[src/rtl/bscan_cell_pkg.sv]
package bscan_cell_pkg;

    localparam int PIN_STAGES = 2;
    localparam int PU_STAGES  = 1;
    localparam int CHAIN_LEN  = PIN_STAGES + PU_STAGES;

    typedef enum logic [1:0] {
        OP_HOLD    = 2'd0,
        OP_CAPTURE = 2'd1,
        OP_SHIFT   = 2'd2
    } scan_op_t;

    typedef struct packed {
        logic ctl_sr;
        logic dat_sr;
        logic ctl_up;
        logic dat_up;
    } pin_state_t;

    typedef struct packed {
        logic sr;
        logic up;
    } pu_state_t;

    // capture wins over shift
    function automatic scan_op_t decode_op(input logic cap, input logic sh);
        if (cap)      return OP_CAPTURE;
        else if (sh)  return OP_SHIFT;
        else          return OP_HOLD;
    endfunction

endpackage

[src/rtl/bscan_pu_cell.sv]
module bscan_pu_cell
    import bscan_cell_pkg::*;
#(
    parameter logic UP_RST = 1'b0
) (
    input  logic     clk,
    input  logic     rst_n,
    input  scan_op_t op,
    input  logic     upd_en,
    input  logic     cap_val,
    input  logic     ser_in,
    output logic     sr_o,
    output logic     up_o
);

    pu_state_t st_d, st_q;

    always_comb begin
        st_d = st_q;
        case (op)
            OP_CAPTURE: st_d.sr = cap_val;
            OP_SHIFT:   st_d.sr = ser_in;
            default:    st_d.sr = st_q.sr;
        endcase
        if (upd_en) begin
            st_d.up = st_q.sr;
        end
    end

    always_ff @(posedge clk or negedge rst_n) begin
        if (!rst_n) begin
            st_q <= '{sr: 1'b0, up: UP_RST};
        end else begin
            st_q <= st_d;
        end
    end

    assign sr_o = st_q.sr;
    assign up_o = st_q.up;

endmodule

[src/rtl/bscan_pin_cell.sv]
module bscan_pin_cell
    import bscan_cell_pkg::*;
#(
    parameter logic CTL_RST = 1'b0,
    parameter logic DAT_RST = 1'b0
) (
    input  logic     clk,
    input  logic     rst_n,
    input  scan_op_t op,
    input  logic     upd_en,
    input  logic     ctl_cap,
    input  logic     dat_cap,
    input  logic     ser_in,
    output logic     ctl_sr_o,
    output logic     dat_sr_o,
    output logic     ctl_up_o,
    output logic     dat_up_o
);

    pin_state_t st_d, st_q;

    always_comb begin
        st_d = st_q;
        case (op)
            OP_CAPTURE: begin
                st_d.ctl_sr = ctl_cap;
                st_d.dat_sr = dat_cap;
            end
            OP_SHIFT: begin
                st_d.ctl_sr = ser_in;
                st_d.dat_sr = st_q.ctl_sr;
            end
            default: begin
                st_d.ctl_sr = st_q.ctl_sr;
                st_d.dat_sr = st_q.dat_sr;
            end
        endcase
        if (upd_en) begin
            st_d.ctl_up = st_q.ctl_sr;
            st_d.dat_up = st_q.dat_sr;
        end
    end

    always_ff @(posedge clk or negedge rst_n) begin
        if (!rst_n) begin
            st_q <= '{ctl_sr: 1'b0, dat_sr: 1'b0, ctl_up: CTL_RST, dat_up: DAT_RST};
        end else begin
            st_q <= st_d;
        end
    end

    assign ctl_sr_o = st_q.ctl_sr;
    assign dat_sr_o = st_q.dat_sr;
    assign ctl_up_o = st_q.ctl_up;
    assign dat_up_o = st_q.dat_up;

endmodule

[src/rtl/bscan_pad_mux.sv]
module bscan_pad_mux (
    input  logic test_mode,
    input  logic core_dir,
    input  logic core_port,
    input  logic core_pud,
    input  logic tst_oe,
    input  logic tst_out,
    input  logic tst_pu,
    output logic func_pu,
    output logic pad_oe,
    output logic pad_out,
    output logic pad_pullup
);

    always_comb begin
        func_pu = !core_pud && !core_dir && core_port;
        if (test_mode) begin
            pad_oe     = tst_oe;
            pad_out    = tst_out;
            pad_pullup = tst_pu;
        end else begin
            pad_oe     = core_dir;
            pad_out    = core_port;
            pad_pullup = func_pu;
        end
    end

endmodule

[src/rtl/bscan_io_cell.sv]
module bscan_io_cell
    import bscan_cell_pkg::*;
#(
    parameter logic [CHAIN_LEN-1:0] UPD_RST = '0
) (
    input  logic clk,
    input  logic rst_n,
    input  logic capture_en,
    input  logic shift_en,
    input  logic update_en,
    input  logic test_mode,
    input  logic scan_in,
    output logic scan_out,
    input  logic core_dir,
    input  logic core_port,
    input  logic core_pud,
    input  logic pad_in,
    output logic core_in,
    output logic pad_oe,
    output logic pad_out,
    output logic pad_pullup
);

    scan_op_t op;
    logic     func_pu;
    logic     pu_sr, pu_up;
    logic     ctl_sr, dat_sr, ctl_up, dat_up;
    logic [CHAIN_LEN-1:0] shift_stages;
    logic [CHAIN_LEN-1:0] upd_latches;

    assign op = decode_op(capture_en, shift_en);

    bscan_pu_cell #(
        .UP_RST (UPD_RST[2])
    ) u_pu (
        .clk     (clk),
        .rst_n   (rst_n),
        .op      (op),
        .upd_en  (update_en),
        .cap_val (func_pu),
        .ser_in  (scan_in),
        .sr_o    (pu_sr),
        .up_o    (pu_up)
    );

    bscan_pin_cell #(
        .CTL_RST (UPD_RST[1]),
        .DAT_RST (UPD_RST[0])
    ) u_pin (
        .clk      (clk),
        .rst_n    (rst_n),
        .op       (op),
        .upd_en   (update_en),
        .ctl_cap  (core_dir),
        .dat_cap  (pad_in),
        .ser_in   (pu_sr),
        .ctl_sr_o (ctl_sr),
        .dat_sr_o (dat_sr),
        .ctl_up_o (ctl_up),
        .dat_up_o (dat_up)
    );

    bscan_pad_mux u_mux (
        .test_mode  (test_mode),
        .core_dir   (core_dir),
        .core_port  (core_port),
        .core_pud   (core_pud),
        .tst_oe     (ctl_up),
        .tst_out    (dat_up),
        .tst_pu     (pu_up),
        .func_pu    (func_pu),
        .pad_oe     (pad_oe),
        .pad_out    (pad_out),
        .pad_pullup (pad_pullup)
    );

    assign scan_out     = dat_sr;
    assign core_in      = pad_in;
    assign shift_stages = {pu_sr, ctl_sr, dat_sr};
    assign upd_latches  = {pu_up, ctl_up, dat_up};

endmodule

[config.mk]
export PLATFORM = sky130hd
export DESIGN_NAME = bscan_io_cell
export DESIGN_NICKNAME = d
export VERILOG_FILES = /design/src/rtl/bscan_cell_pkg.sv /design/src/rtl/bscan_pu_cell.sv /design/src/rtl/bscan_pin_cell.sv /design/src/rtl/bscan_pad_mux.sv /design/src/rtl/bscan_io_cell.sv
export SDC_FILE = /design/constraint.sdc
export NUM_CORES = 1
export LEC_CHECK = 0
export CAP_MARGIN = 20
export CORE_AREA = 3 3 40 42
export DETAILED_ROUTE_END_ITERATION = 7
export DIE_AREA = 0 0 43 45
export GPL_ROUTABILITY_DRIVEN = 0
export PLACE_DENSITY = 0.62
export SLEW_MARGIN = 5
export SYNTH_ARGS = -nofsm -noshare
export SYNTH_HDL_FRONTEND = slang
export SYNTH_SLANG_ARGS = --single-unit
[constraint.sdc]
create_clock -name clk -period 1 [get_ports clk]
set_clock_uncertainty 0.15 [all_clocks]
set_input_delay 0.2 -clock clk [delete_from_list [all_inputs] [get_ports clk]]
set_output_delay 0.2 -clock clk [all_outputs]
set_load 0.03 [all_outputs]
# After elaboration in Yosys (flattened, before gate mapping)

Cells that the tools add are included.
Widths: inputs -> output; s select.

Bits in registers: 6
Input bits: 11
Output and inout bits: 5
Logic and storage cells: 20

Equal/unequal tests: 2
Multiplexer cells: 7
Reductions and logical operators: 5

Operators by type and width:

| operator           | number |
|---|---|
| $mux 2             | 2 |
| $pmux 2 s2         | 1 |
| $mux 1             | 3 |
| $eq 2x1->1 const B | 1 |
| $eq 2x2->1 const B | 1 |
| $logic_and 1x1->1  | 2 |
| $logic_not 1->1    | 2 |
| $pmux 1 s2         | 1 |
| $reduce_bool 2->1  | 1 |

# Logic depth before layout (Yosys ltp)

Depth after elaboration: 4
Depth in mapped cells: 2

# Cells and area by module

Synthesis repeated with hierarchy kept, for this count alone.

Cells, all modules: 28
Area, all modules: 344.1 um2

Modules (own cells, without submodules):

| module         | instances | cells each | area each (um2) |
|---|---|---|---|
| bscan_pin_cell | 1         | 14         | 176.4 |
| bscan_pu_cell  | 1         | 8          | 100.1 |
| bscan_pad_mux  | 1         | 4          | 46.3 |
| bscan_io_cell  | 1         | 2          | 21.3 |

# Worst setup path before layout

No wires, ideal clock.

Path type: in2out
Start: input port core_dir
End: output port pad_pullup
Arrival time: 1.048 ns
Required time: 0.650 ns
Setup slack: -0.398 ns
Cell stages on the path: 2
Path buffers: 0
Cell sequence: or3b_1 -> o21ai_1

Longest elaborated chain between the ends: 4

Ends and longest elaborated chain:

| what                           | line                | text |
|---|---|---|
| from (decl)                    | bscan_io_cell.sv:14 | `input logic core_dir,` |
| $logic_not 1->1                | bscan_pad_mux.sv:16 | `func_pu = !core_pud && !core_dir && core_port;` |
| $logic_and 1x1->1 (2 in a row) | bscan_pad_mux.sv:16 |  |
| $mux 1                         | bscan_pad_mux.sv:17 | `if (test_mode) begin` |
| to (decl)                      | bscan_io_cell.sv:21 | `output logic pad_pullup` |

No other way between the ends.

# Worst setup path in the final report

Ends and elaborated chain as after synthesis.

==> reports/metrics.csv <==
stage,metric,value,unit
run_status,status,finished with violations,
run_status,violations,setup timing,
critical_path,rrSetupSlack,-0.06,ns
power_and_ir_drop,power_density,1330,nW/um^2
place,pre_cts_slack,-1.03,ns
flow_run,max-cap-violations,0,
clock_tree,cts_tree,done,
yosys,synth.distinct_cells,7,
detailed_routing,vias_per_cell,4.30,
floorplanning,io_pins,16,
critical_path,reg2regPathDepth,2,
global_routing,grt_pass1_wl,1.37,mm
critical_path,critPathLaunchType,input port,
clock_tree,insertion_delay,0.24,ns
detailed_routing,drc,0,
finish,layout_commonest_cell,buf_6,
critical_path,r2r-end,u_pin.dat_up_o,
global_routing,grt-ovfl-total,0,
critical_path,critical_path_arrival,1.06,ns
sta,fin_ws,-0.406,ns
global_routing,grt_max_degree,7,
finish,fin_nets,63,
clock_tree,ctsRootBufferMaster,clkbuf_4,
finish,area_growth_syn_to_layout,104,%
yosys,avgSynthCellArea,12.6,um^2
detailed_routing,wl,872,um
sta,final.period_utilization,141,%
min_path,hp-class,in2async,
clock_tree,clkSinkCount,6,
place,io_buffers,15,
clock_tree,cts_buffer_depth,2,
global_routing,antenna_found_initial,0,
detailed_routing,ant_nets,0,
yosys,seq_area_frac_synth,51.9,%
finish,utilization,45.9,%
finish,final_cell_mix,"buf_6, buf_4, dfrtp_1",
power_and_ir_drop,p_leak,0.294,nW
place,dp_hpwl,669,um
yosys,syn_nets,34,
finish,stdcell_area,589,um^2
finish,antenna_cells,0,
sta,relSlewSlack,82.3,%
sta,slew_viol_final,0,
sta,tns,-1.73,ns
critical_path,critPathKind,in2out,
yosys,syn_inst,23,
clock_tree,h-tree-depth,1,
detailed_routing,route.met3.wl,63,um
detailed_routing,dr_wl_met2,541,um
finish,drive_gt1_share,52.9,%
power_and_ir_drop,swShare,27.6,%
clock_tree,holdBufCountCts,0,
yosys,syn_area,289,um^2
power_and_ir_drop,p_switching,0.217,mW
critical_path,end_kind,output pin,
critical_path,cp.required,0.65,ns
detailed_routing,top_layer_used,met3,
sta,tightest_slew,0.264,ns
floorplanning,fp.dieW,43,um
finish,fill_cells,131,
detailed_routing,vias,284,
yosys,yosys_warnings,0,
floorplanning,rows,13,
clock_tree,path_clk_slew,0.05,ns
detailed_routing,post_drt_wl_per_cell,13.2,um
power_and_ir_drop,clock_power_share,31.0,%
sta,rsz0062_at_grt,yes,
power_and_ir_drop,vdd_drop_max,0.000466,V
critical_path,r2r_start,u_pin.dat_sr_o,
global_routing,grt_pass1_vias,327,
detailed_routing,drt_iter0_drc,0,
sta,whs,0.0421,ns
sta,max_freq,711,MHz
global_routing,track_usage,9.87,%
clock_tree,cts-buffers-inserted,3,
yosys,ys_seq_elements,6,
place,placed_area,499,um^2
floorplanning,dieArea,1940,um^2
floorplanning,coreArea,1280,um^2
power_and_ir_drop,p_int,0.569,mW
sta,hold_viol_final,0,
critical_path,cp_max_fo,2,
sta,fin_crit,1.41,ns
sta,setup_violations,7,
power_and_ir_drop,comb_power_share,31.9,%
power_and_ir_drop,sequentialPowerShare,37.2,%
floorplanning,initial_utilization,22.5,%
detailed_routing,drt-met1-wl,267,um
detailed_routing,firstDrtPassIters,1,
floorplanning,die_h,45,um
-- worst max-delay path, cell delays in order --
cell	delay [ns]
buf_6	0.09
buf_6	0.10
or3b_4	0.39
o21ai_4	0.13
buf_6	0.14
-- cell type report --
type | count | area [um^2] | area share (%)
multi-input combinational | 16 | 156 | 26.5
clock buffer | 4 | 26.3 | 4.46
tap | 15 | 18.8 | 3.18
timing repair buffer | 25 | 236 | 40.1
sequential | 6 | 151 | 25.7
-- worst max-delay path by stage --
| stage | cells past startpoint | slack [ns] | start | end |
|---|---|---|---|---|
| after floorplan | 2 | -0.21 | core_dir | pad_pullup |
| after global placement | 3 | -0.98 | test_mode | pad_oe |
| after detailed placement | 3 | -1.03 | test_mode | pad_out |
| after CTS | 5 | -0.41 | core_dir | pad_pullup |
| after global routing | 5 | -0.42 | core_dir | pad_pullup |
| final | 5 | -0.41 | core_dir | pad_pullup |
-- cell families after synthesis --
logic type      after synthesis  share of synthesized area [%]
simple gates                  4                           6.93
mux                           9                           33.3
compound gates                3                           5.19
flops                         6                           51.9
buf+inv                       1                           2.60
-- through the flow --
step                std cells  power [mW]
detailed placement         56       0.517
global placement           56       0.508
finish                     66       0.786
global route               66       0.825
CTS                        63       0.791
floorplan                  23       0.398
-- layer usage --
metal | GRT usage [%] | up-vias
li1 | - | 138
met1 | 8.78 | 138
met2 | 19.8 | 8
met3 | 2.79 | 0
met5 | 0 | -
met4 | 5.42 | 0
-- power by group through the flow --
stage	Sequential (mW)	Combinational, mW	Clock [mW]
3_3_place_gp	0.294	0.214	0
4_1_cts	0.292	0.244	0.255
2_1_floorplan	0.297	0.101	0
6_report	0.292	0.251	0.243
3_5_place_dp	0.296	0.222	0
5_1_grt	0.296	0.264	0.265
-- sequential cells by signal, indices dropped and copies added (netlist names) --
name            cells
u_pin.dat_sr_o      1
u_pu.sr_o           1
u_pu.up_o           1
u_pin.dat_up_o      1
u_pin.ctl_sr_o      1
u_pin.ctl_up_o      1
-- cell usage after synthesis --
| master | n | area, um^2 |
|---|---|---|
| dfrtp_1 | 6 | 150 |
| buf_4 | 1 | 7.51 |
| mux2i_1 | 4 | 40.0 |
| or3b_1 | 1 | 8.76 |
| mux2_1 | 5 | 56.3 |
| nand2_1 | 3 | 11.3 |
| o21ai_1 | 3 | 15.0 |
-- what timing repair did --
item | CTS | global route
setup buffers | 3 | 4
hold endpoints to repair | 0 | 0
setup endpoints to repair | 11 | 7
pin swaps | 2 | 0
resized for setup | 35 | 4
No activity file was read; power rests on OpenSTA's default activity.
